**src/rtl/ecw_pkg.sv**
```systemverilog
package ecw_pkg;
  typedef enum logic {ST_SEEK = 1'b0, ST_LOCK = 1'b1} lock_st_t;
endpackage

```
**src/rtl/ecw_history.sv**
```systemverilog
module ecw_history #(
  parameter int GRP_W  = 6,
  parameter int FRM_W  = 12,
  parameter int HIST_W = 24
) (
  input  logic              clk,
  input  logic              rst,
  input  logic [GRP_W-1:0]  grp_i,
  input  logic              grp_vld_i,
  output logic [HIST_W-1:0] hist_n_o,
  output logic              eval_o
);
  localparam int GPF = FRM_W / GRP_W;
  localparam int PH_W = (GPF > 1) ? $clog2(GPF) : 1;

  logic [HIST_W-1:0] hist;
  logic [PH_W-1:0]   ph;

  assign hist_n_o = {hist[HIST_W-GRP_W-1:0], grp_i};
  assign eval_o   = grp_vld_i && (ph == PH_W'(GPF - 1));

  always_ff @(posedge clk) begin
    if (rst) begin
      hist <= '0;
      ph   <= '0;
    end else if (grp_vld_i) begin
      hist <= hist_n_o;
      ph   <= (ph == PH_W'(GPF - 1)) ? '0 : ph + 1'b1;
    end
  end
endmodule

```
**src/rtl/ecw_seek.sv**
```systemverilog
module ecw_seek #(
  parameter int FRM_W  = 12,
  parameter int HIST_W = 24,
  parameter int OFF_W  = 4
) (
  input  logic [HIST_W-1:0] hist_i,
  output logic              hit_o,
  output logic [OFF_W-1:0]  off_o
);
  localparam logic [FRM_W-1:0] SYNC_PAT = {{(FRM_W-1){1'b1}}, 1'b0};

  logic [FRM_W-1:0] hit;

  genvar k;
  generate
    for (k = 0; k < FRM_W; k++) begin : g_off
      assign hit[k] = (hist_i[k+FRM_W-1:k] == SYNC_PAT);
    end
  endgenerate

  always_comb begin
    off_o = '0;
    for (int j = FRM_W - 1; j >= 0; j--) begin
      if (hit[j]) off_o = OFF_W'(j);
    end
  end

  assign hit_o = |hit;
endmodule

```
**src/rtl/ecw_lock.sv**
```systemverilog
module ecw_lock
  import ecw_pkg::*;
#(
  parameter int DATA_W = 10,
  parameter int FRM_W  = 12,
  parameter int HIST_W = 24,
  parameter int OFF_W  = 4,
  parameter int LOCK_N = 4,
  parameter int DROP_N = 8
) (
  input  logic              clk,
  input  logic              rst,
  input  logic              eval_i,
  input  logic [HIST_W-1:0] hist_i,
  input  logic              hit_i,
  input  logic [OFF_W-1:0]  hit_off_i,
  output logic [DATA_W-1:0] word_o,
  output logic              word_vld_o,
  output logic              err_o,
  output logic              locked_o
);
  localparam int CNT_W = $clog2(LOCK_N + 1);
  localparam int ERR_W = $clog2(DROP_N + 1);

  lock_st_t          st;
  logic [OFF_W-1:0]  off, cand;
  logic [CNT_W-1:0]  cnt;
  logic [ERR_W-1:0]  errc;
  logic [HIST_W-1:0] shifted;
  logic [FRM_W-1:0]  frm;
  logic              bad;

  assign shifted = hist_i >> off;
  assign frm     = shifted[FRM_W-1:0];
  assign bad     = !frm[FRM_W-1] || frm[0];
  assign locked_o = (st == ST_LOCK);

  always_ff @(posedge clk) begin
    if (rst) begin
      st <= ST_SEEK; off <= '0; cand <= '0; cnt <= '0; errc <= '0;
      word_o <= '0; word_vld_o <= 1'b0; err_o <= 1'b0;
    end else begin
      word_vld_o <= 1'b0;
      err_o      <= 1'b0;
      if (eval_i) begin
        if (st == ST_SEEK) begin
          if (hit_i && cnt != '0 && hit_off_i == cand) begin
            if (cnt == CNT_W'(LOCK_N - 1)) begin
              st   <= ST_LOCK;
              off  <= cand;
              cnt  <= '0;
              errc <= '0;
            end else begin
              cnt <= cnt + 1'b1;
            end
          end else if (hit_i) begin
            cand <= hit_off_i;
            cnt  <= CNT_W'(1);
          end else begin
            cnt <= '0;
          end
        end else begin
          word_o     <= frm[FRM_W-2:1];
          word_vld_o <= 1'b1;
          err_o      <= bad;
          if (!bad) begin
            errc <= '0;
          end else if (errc == ERR_W'(DROP_N - 1)) begin
            st   <= ST_SEEK;
            errc <= '0;
            cnt  <= '0;
          end else begin
            errc <= errc + 1'b1;
          end
        end
      end
    end
  end
endmodule

```
**src/rtl/ecw_framer.sv**
```systemverilog
module ecw_framer #(
  parameter int GRP_W  = 6,
  parameter int DATA_W = 10,
  parameter int LOCK_N = 4,
  parameter int DROP_N = 8
) (
  input  logic              clk,
  input  logic              rst,
  input  logic [GRP_W-1:0]  grp_i,
  input  logic              grp_vld_i,
  output logic [DATA_W-1:0] word_o,
  output logic              word_vld_o,
  output logic              err_o,
  output logic              locked_o
);
  localparam int FRM_W  = DATA_W + 2;
  localparam int HIST_W = 2 * FRM_W;
  localparam int OFF_W  = $clog2(FRM_W);

  logic [HIST_W-1:0] hist_n;
  logic              eval, hit;
  logic [OFF_W-1:0]  hit_off;

  ecw_history #(.GRP_W(GRP_W), .FRM_W(FRM_W), .HIST_W(HIST_W)) u_hist (
    .clk(clk), .rst(rst), .grp_i(grp_i), .grp_vld_i(grp_vld_i),
    .hist_n_o(hist_n), .eval_o(eval)
  );

  ecw_seek #(.FRM_W(FRM_W), .HIST_W(HIST_W), .OFF_W(OFF_W)) u_seek (
    .hist_i(hist_n), .hit_o(hit), .off_o(hit_off)
  );

  ecw_lock #(.DATA_W(DATA_W), .FRM_W(FRM_W), .HIST_W(HIST_W), .OFF_W(OFF_W),
             .LOCK_N(LOCK_N), .DROP_N(DROP_N)) u_lock (
    .clk(clk), .rst(rst), .eval_i(eval), .hist_i(hist_n), .hit_i(hit),
    .hit_off_i(hit_off), .word_o(word_o), .word_vld_o(word_vld_o),
    .err_o(err_o), .locked_o(locked_o)
  );
endmodule

```
**config.mk**
```make
export PLATFORM = sky130hd
export DESIGN_NAME = ecw_framer
export DESIGN_NICKNAME = d
export VERILOG_FILES = /design/src/rtl/ecw_pkg.sv /design/src/rtl/ecw_history.sv /design/src/rtl/ecw_seek.sv /design/src/rtl/ecw_lock.sv /design/src/rtl/ecw_framer.sv
export SDC_FILE = /design/constraint.sdc
export NUM_CORES = 1
export LEC_CHECK = 0
export BUFFER_PORTS_ARGS = -buffer_cell sky130_fd_sc_hd__buf_2
export CORE_AREA = 2 2 73 75
export DETAILED_ROUTE_END_ITERATION = 7
export DIE_AREA = 0 0 75 77
export PLACE_DENSITY = 0.79
export SETUP_SLACK_MARGIN = 0.05
export SKIP_CTS_REPAIR_TIMING = 1
export SYNTH_ARGS = -nofsm -noshare
export SYNTH_HDL_FRONTEND = slang
export SYNTH_HIERARCHICAL = 1
export SYNTH_SLANG_ARGS = --single-unit
```
**constraint.sdc**
```tcl
create_clock -name clk -period 5 [get_ports clk]
set_input_delay 0.25 -clock clk [delete_from_list [all_inputs] [get_ports clk]]
set_output_delay 0.25 -clock clk [all_outputs]
set_load 0.05 [all_outputs]
```
==> results.md, run 1 <==
* Final design utilization at 67.0%
* RSZ-0062 raised after global routing: no
* TritonCTS buffer count at 5
* Syn nets at 355
* Clk root buf: clkbuf_8
* NetSw at ~0.17 mW
* DR iter-0 viols at approximately 260
* Met3 usage at under 10%
* Hold path depth at 3
* Gr usage total at between 20 and 30%
* Worst R2R Path Depth at 9
* Seq/Total Area, Yosys at 29.7%
* Avg Inst Size Synth at between 9 and 10 um^2
* Compound-gate portion of the synthesized area at about an eighth
* Vias at around 2600
* Run status: complete, no violations
* Core area at 4980 um^2
* Post-synthesis mux area share at between 20% and 30%
* EDFF count, synth at 0
* GRT busiest layer: met1
* Fmax at approximately 350 MHz
* Nets at 360
* Max_cap viols at 0
* Die extent in x at ~75 um
* Fin Clk Skew at ~6.9 ps
* Critical Path End Type: flop
* Clock power share at between 30% and 40%
* Gr ovfl total at 0
* Synth-to-layout area growth at 5.30%
* CTS tree: done
* Met2 Usage GRT at a little under two fifths
* CTS clock-pin slew for the worst setup and hold paths at 90 ps
* P_int at around 0.57 mW
* Dpl cells at just over 400
* Row count at 26
* Reg power frac at 53.0%
* Pwr/cell area at between 200 and 250 nW/um^2
* H-tree lvl count at 2
* Total die area at around 5800 um^2
* Layout cells sized above 1 at 17.5%
* Synth Area in Adders at under 10%
* Clk Latency, worst-skew pair at 300 ps
* DR WL/cell at ~17 um
* Simple-gate share of the synthesized area at between 20% and 30%
* Critical Path Fanout Max at 10
* Min cycle time layout at 2890 ps
* HPWL after detailed placement at ~4900 um
* Met1 usage in global routing at about two fifths
* # port buffers at 21
* Number of remaining DRC errors at 0
* Final GP Congestion at between 0.9 and 1
* Final hold violations at 0
* Synth Area in XOR/XNOR at 1.38%
* Initial Util at between 60% and 70%
* Final setup violating endpoints at 0
* Die H at between 70 and 80 um
* Largest net degree at the start of global routing at between 40 and 50
* Clock Path Buffers at 2
* Final Non-Filler Cells at about 420
* Switching share of power at about a quarter
* Count of pins over their slew limit at 0
* Yosys warning count at 6
* First-pass DRT Iterations at 5
* Slew HR at around 33%
* Power Total at about 0.74 mW
* Worst EP arrival at slightly above 3000 ps
* Combinational Power Share at under 10%
* Asr flop ratio synth at 0%
* Crit Path Class: flop to flop
* Ys flop type: dfxtp_1
* Post-Synthesis Cell Area at between 3000 and 4000 um^2
* Drt total wl at 6970 um
* Actual slew at the worst max-slew pin at 1000 ps
* Antenna violations before repair at 0
* Drt via density at 6.12
* WP data required at between 5000 and 6000 ps
* Clock sink count at between 40 and 50
* Top Ports at 22
* Yosys cell types at just over 50
* Antenna-violating nets left at 0
* Vias in the first global route at approximately 2300
* Global-route wire length before repair at roughly 12000 um
* Min-Delay Path Class: input pin to flop
* Yosys reg bits at 47
* Mapped Cells at about 340
* Critical Path Start Type: flop
* Sum Neg Setup Slack at 0 ps
* ANT cells at 0
* Final Cycle Share at between 50 and 60%
* Largest family of logic cells by synthesized area: multiplexers
* Leak at roughly 1.1 nW
* Maximum vdd ir drop at between 0.15 and 0.2 mV
critical path, stage by stage (launching register included):
cell      delay [ps]
dfxtp_1          570
nand3_1          160
nor3_1           340
nand3_1          120
o211ai_1         160
xnor2_1          160
nand3_1          190
nor4_2           730
mux2i_1          260
nor2_1            60
worst paths after layout:
path                                        from                to  slack, ps
worst max register to register    u_hist/hist[6]     u_lock/off[2]       2110
worst min-delay path                    grp_i[0]    u_hist/hist[0]        250
worst min register to register  u_lock/word_o[3]  u_lock/word_o[3]        450
worst max-delay path              u_hist/hist[6]     u_lock/off[2]       2110
registers in the layout (all words and copies together), names as in the netlist:
signal,flops
u_hist/hist,18
u_hist/ph,1
u_lock/cand,4
u_lock/cnt,3
u_lock/err_o,1
u_lock/errc,4
u_lock/locked_o,1
u_lock/off,4
u_lock/word_o,10
u_lock/word_vld_o,1
cells by family (layout without fill, tap and decap cells):
| family | count (synthesis) | in the layout |
|---|---|---|
| simple gates | 124 | 124 |
| mux | 79 | 79 |
| compound gates | 53 | 53 |
| flops | 47 | 47 |
| buf+inv | 32 | 38 |
| xor+xnor | 5 | 5 |
| fa+ha+maj | 3 | 3 |
stage by stage:
| step | area [um^2] | setup WS [ps] | hold WS (ps) |
|---|---|---|---|
| finish | 3330 | 2110 | 254 |
| global route | 3330 | 1780 | 289 |
| CTS | 3330 | 2120 | 240 |
| detailed placement | 3220 | 2140 | 440 |
| global placement | 3220 | 2230 | 431 |
| floorplan | 3170 | 2640 | 397 |
synth_stat cells, drive strengths merged (6+ instances only):
master   n  area share, %
clkbuf   8           0.95
mux4    11            7.8
mux2i   63             20
dfxtp   47             30
nor2    39            4.6
nand2   35            4.2
nand4    6            1.9
nand2b  10            2.0
nand3    7            1.1
o211ai   9            2.1
a21oi   16            2.8
o21ai    8            1.3
inv      7           0.83
buf     17            4.0
cell type report:
| cell class | instances | area [um^2] |
|---|---|---|
| repair buffers | 23 | 120 |
| clock buffers | 6 | 82.6 |
| clock inverters | 2 | 35.0 |
| inverters | 7 | 26.3 |
| flip-flops and latches | 47 | 941 |
| fillers | 415 | 1640 |
| well taps | 70 | 87.6 |
| multi-input cells | 264 | 2040 |
power by group through the flow:
| stage | Combinational, mW | Clock (mW) | Sequential [mW] |
|---|---|---|---|
| global placement | 0.0586 | 0 | 0.401 |
| floorplan | 0.0514 | 0 | 0.397 |
| global route | 0.0666 | 0.307 | 0.395 |
| CTS | 0.0604 | 0.297 | 0.393 |
| detailed placement | 0.0599 | 0 | 0.402 |
| finish | 0.0615 | 0.288 | 0.393 |
routing by layer:
layer | wire length (um) | vias to the layer above | part of all wire (%)
li1 | - | 1252 | -
met1 | 3270 | 1222 | 47
met2 | 3240 | 86 | 46
met3 | 425 | 4 | 6.1
met4 | 38 | 0 | 0.54
met5 | 0 | - | 0
cell usage in the layout (no fill, tap or decap), types with 3 or more instances in the layout:
cell type	synthesis	routed
ha_1	3	3
buf_2	6	21
mux2_2	5	5
clkbuf_8	0	6
nand3_1	7	7
mux2i_1	63	63
nand4_1	4	4
inv_1	7	7
a21oi_1	14	14
nand2_1	35	35
mux4_2	11	11
nor2_1	39	39
xnor2_1	5	5
o21ai_1	3	3
a31oi_1	3	3
nand2b_1	10	10
o21ai_0	5	5
or3_1	3	3
dfxtp_1	47	47
and2_1	4	4
nand3b_1	5	5
o211ai_1	9	9
Note: power is estimated with default switching activity, not from simulation.
==> run 2, diff against run 1 <==
--- a/config.mk
+++ b/config.mk
@@ -5,11 +5,12 @@
 export SDC_FILE = /design/constraint.sdc
 export NUM_CORES = 1
 export LEC_CHECK = 0
+export ABC_AREA = 1
 export BUFFER_PORTS_ARGS = -buffer_cell sky130_fd_sc_hd__buf_2
-export CORE_AREA = 2 2 73 75
+export CORE_AREA = 2 2 82 84
 export DETAILED_ROUTE_END_ITERATION = 7
-export DIE_AREA = 0 0 75 77
-export PLACE_DENSITY = 0.79
+export DIE_AREA = 0 0 84 86
+export PLACE_DENSITY = 0.7
 export SETUP_SLACK_MARGIN = 0.05
 export SKIP_CTS_REPAIR_TIMING = 1
 export SYNTH_ARGS = -nofsm -noshare
==> constraint.sdc (replaced) <==
create_clock -name clk -period 2.5 [get_ports clk]
set_input_delay 0.125 -clock clk [delete_from_list [all_inputs] [get_ports clk]]
set_output_delay 0.125 -clock clk [all_outputs]
set_load 0.05 [all_outputs]
==> run 2 against run 1 <==
  * Critical path depth grew 4
  * Combinational power grew to 3.8 times the previous value
  * Worst setup slack lost 1900 ps
  * Power grew 120%
  * Fmax grew 29%
  * Critical path type unchanged
==> results.md, run 2 <==
* Core area at 6280 um^2 (+26%)
* Clk root buf: clkbuf_8
* Top post-synthesis cells by area: dfxtp_1, nand2_1, nor2_1
* Yosys cell types at 30 (-41%)
* Largest family of logic cells by synthesized area: simple AND/OR/NAND/NOR gates
* Maximum vdd ir drop at 0.270 mV (+56%)
* Post-Layout Inst Area at 3600 um^2 (+8.1%)
* Critical Path Start Type: flop
* Vias in the first global route at 3169 (+36%)
* Post-Synthesis Cell Area at 3370 um^2 (+6.4%)
* Critical Path End Type: flop
* Seq/Total Area, Yosys at 27.9% (-1.8 points)
* Clk Latency, worst-skew pair at 300 ps (about the same)
* Row count at 29 (+12%)
* Commonest non-fill, non-tap cells in the layout: nand2_1, nor2_1, nand3_1
* Critical Path Start: u_hist/hist[15]
* Reg with most FFs: u_hist/hist
* Drt total wl at 8600 um (+23%)
* Initial Util at 53.7% (-9.9 points)
* DR iter-0 viols at 337 (+28%)
* Number of remaining DRC errors at 0 (unchanged)
* Run status: complete, no violations
* # port buffers at 21 (unchanged)
* HPWL after detailed placement at 6380 um (+31%)
* Fmax at 446 MHz (+29%)
* Max_cap viols at 0 (unchanged)
* Sum Neg Setup Slack at 0 ps (unchanged)
* Min cycle time layout at 2240 ps (-648 ps)
* EDFF count, synth at 0 (unchanged)
* Compound-gate portion of the synthesized area at 10.4% (-1.7 points)
* Largest area contributor in the synthesized netlist: dfxtp_1
* Clock Path Buffers at 2 (unchanged)
* Hold path depth at 5 (+2)
* Antenna-violating nets left at 0 (unchanged)
* Nets at 610 (+69%)
* Reg2Reg Setup Slack at 260 ps (-1850 ps)
* Crit Path Class: flop to flop
* GRT busiest layer: met2
* Met3 usage at 2.98% (-0.56 points)
* Largest net degree at the start of global routing at 38 (-17%)
* Post-DP Area at 3450 um^2 (+7.4%)
* Synth top area share at 27.9% (-1.8 points)
* ANT cells at 0 (unchanged)
* R2R Path Start: u_hist/hist[15]
* Top flop regs: u_hist/hist x18, u_lock/word_o x10
* Mapped Cells at 591 (+72%)
* Simple-gate share of the synthesized area at 46.6% (+26 points)
* Layout cells sized above 1 at 11.2% (-6.3 points)
* DR WL/cell at 12.7 um (-24%)
* Worst reg2reg path endpoint: u_lock/cnt[0]
* WHS at 134 ps (-120 ps)
* Final hold violations at 0 (unchanged)
* Final Cycle Share at 89.7% (+32 points)
* Commonest non-fill, non-tap cell in the layout: nand2_1
* Min-Delay Path Class: input pin to flop
* RSZ-0062 raised after global routing: yes
* Antenna violations before repair at 0 (unchanged)
* Worst EP arrival at 2440 ps (-610 ps)
* Yosys reg bits at 47 (unchanged)
* Pwr/cell area at 459 nW/um^2 (+110%)
* Synth-to-layout area growth at 6.98%
* Asr flop ratio synth at 0% (unchanged)
* H-tree lvl count at 2 (unchanged)
* First-pass DRT Iterations at 5 (unchanged)
* Global-route wire length before repair at 14900 um (+29%)
* Worst setup path end: u_lock/cnt[0]
* Count of pins over their slew limit at 0 (unchanged)
* Die H at 86 um (+12%)
* Worst R2R Path Depth at 13 (+4)
* Cell with the most instances after synthesis: nand2_1
* Slew HR at 59.4% (+26 points)
* Ys flop type: dfxtp_1
* Top Ports at 22 (unchanged)
* Clock sink count at 47 (unchanged)
* Met2 Usage GRT at 39.8% (+2.6 points)
* Setup ws final at 258 ps (-1850 ps)
* Final design utilization at 57.4% (-9.5 points)
* Drt via density at 5.27 (-14%)
* TritonCTS buffer count at 5 (unchanged)
* Leak at 1.79 nW (+58%)
* Synth Area in XOR/XNOR at 0.780% (-0.60 points)
* Fin Clk Skew at 6.86 ps (-0.0146 ps)
* Gr usage total at 24.9% (-0.52 points)
* Synth Area in Adders at 1.11% (-0.072 points)
* Avg Inst Size Synth at 5.70 um^2 (-38%)
* Critical Path Fanout Max at 6 (-4)
* CTS clock-pin slew for the worst setup and hold paths at 90 ps (about the same)
* Setup WS pre-CTS at 218 ps (-1920 ps)
* Post-synthesis mux area share at 0.297% (-29 points)
* Actual slew at the worst max-slew pin at 608 ps (-392 ps)
* Gr ovfl total at 0 (unchanged)
* WP data required at 2690 ps (-2480 ps)
* Largest register FFs at 18 (unchanged)
* Met1 usage in global routing at 35.4% (-2.9 points)
* Vias at 3564 (+39%)
* Syn nets at 603 (+70%)
* Final setup violating endpoints at 0 (unchanged)
* Synth cell count leaders: nand2_1, nor2_1, nand3_1, inv_1, dfxtp_1
* Yosys warning count at 6 (unchanged)
* Final GP Congestion at 0.942 (-2.2%)
* Total die area at 7220 um^2 (+25%)
* Die extent in x at 84 um (+12%)
* CTS tree: done
## run 2: cell count changes after synthesis, moves of 10 or more
cell      delta
nand2_1    +155
mux2i_1     -62
nand3_1     +61
inv_1       +56
nor2_1      +54
o21ai_0     +20
mux4_2      -11
nand2b_1    -10
## run 2: worst min path at each step
stage | from | to | slack, ps
final | grp_i[0] | u_hist/hist[0] | 130
after detailed placement | rst | u_lock/word_vld_o | 460
after global routing | rst | u_lock/cnt[0] | 150
after global placement | rst | u_lock/word_vld_o | 450
after CTS | rst | u_lock/errc[2] | 130
after floorplan | rst | u_hist/hist[13] | 310
## run 2: logic make-up (layout without fill, tap and decap cells)
logic type	after synthesis	in the layout
simple gates	378	378
buf+inv	97	105
compound gates	62	62
flops	47	47
fa+ha+maj	3	3
xor+xnor	3	3
mux	1	1
## run 2: cell type report
cell class | instances | area (um^2)
Fill cell | 691 | 2670
Clock buffer | 6 | 82.6
Multi-Input combinational cell | 447 | 2000
Timing Repair Buffer | 29 | 165
Inverter | 68 | 255
Tap cell | 77 | 96.3
Sequential cell | 47 | 962
Clock inverter | 2 | 38.8
## run 2: per-layer routing
layer,routed length [um],vias up,part of all wire [%]
met3,368,12,4.3
met4,136,0,1.6
met2,3880,100,45
met1,4220,1574,49
met5,0,-,0
li1,-,1878,-
## run 2: metrics by stage
| stage | total power [mW] | instances |
|---|---|---|
| after floorplan | 1.01 | 591 |
| after global placement | 1.06 | 668 |
| after detailed placement | 1.07 | 668 |
| after CTS | 1.67 | 676 |
| after global routing | 1.74 | 676 |
| final | 1.65 | 676 |
## run 2: worst max-delay path, cell delays in order (launching register included)
cell	delay, ps
dfxtp_1	470
nand2_1	160
nor2_1	130
nand3_1	110
nand2_1	100
nor2_1	50
nand3_1	100
o21ai_0	90
nor2_1	160
nand4_1	200
nand2_1	200
inv_1	110
a31oi_1	160
a21oi_1	80
## run 2: power by group
part	switching [mW]	leakage [nW]	total, mW	internal [mW]
logic	0.158	1.34	0.232	0.0736
clock network	0.271	0.0618	0.601	0.329
registers	0.0442	0.388	0.822	0.778
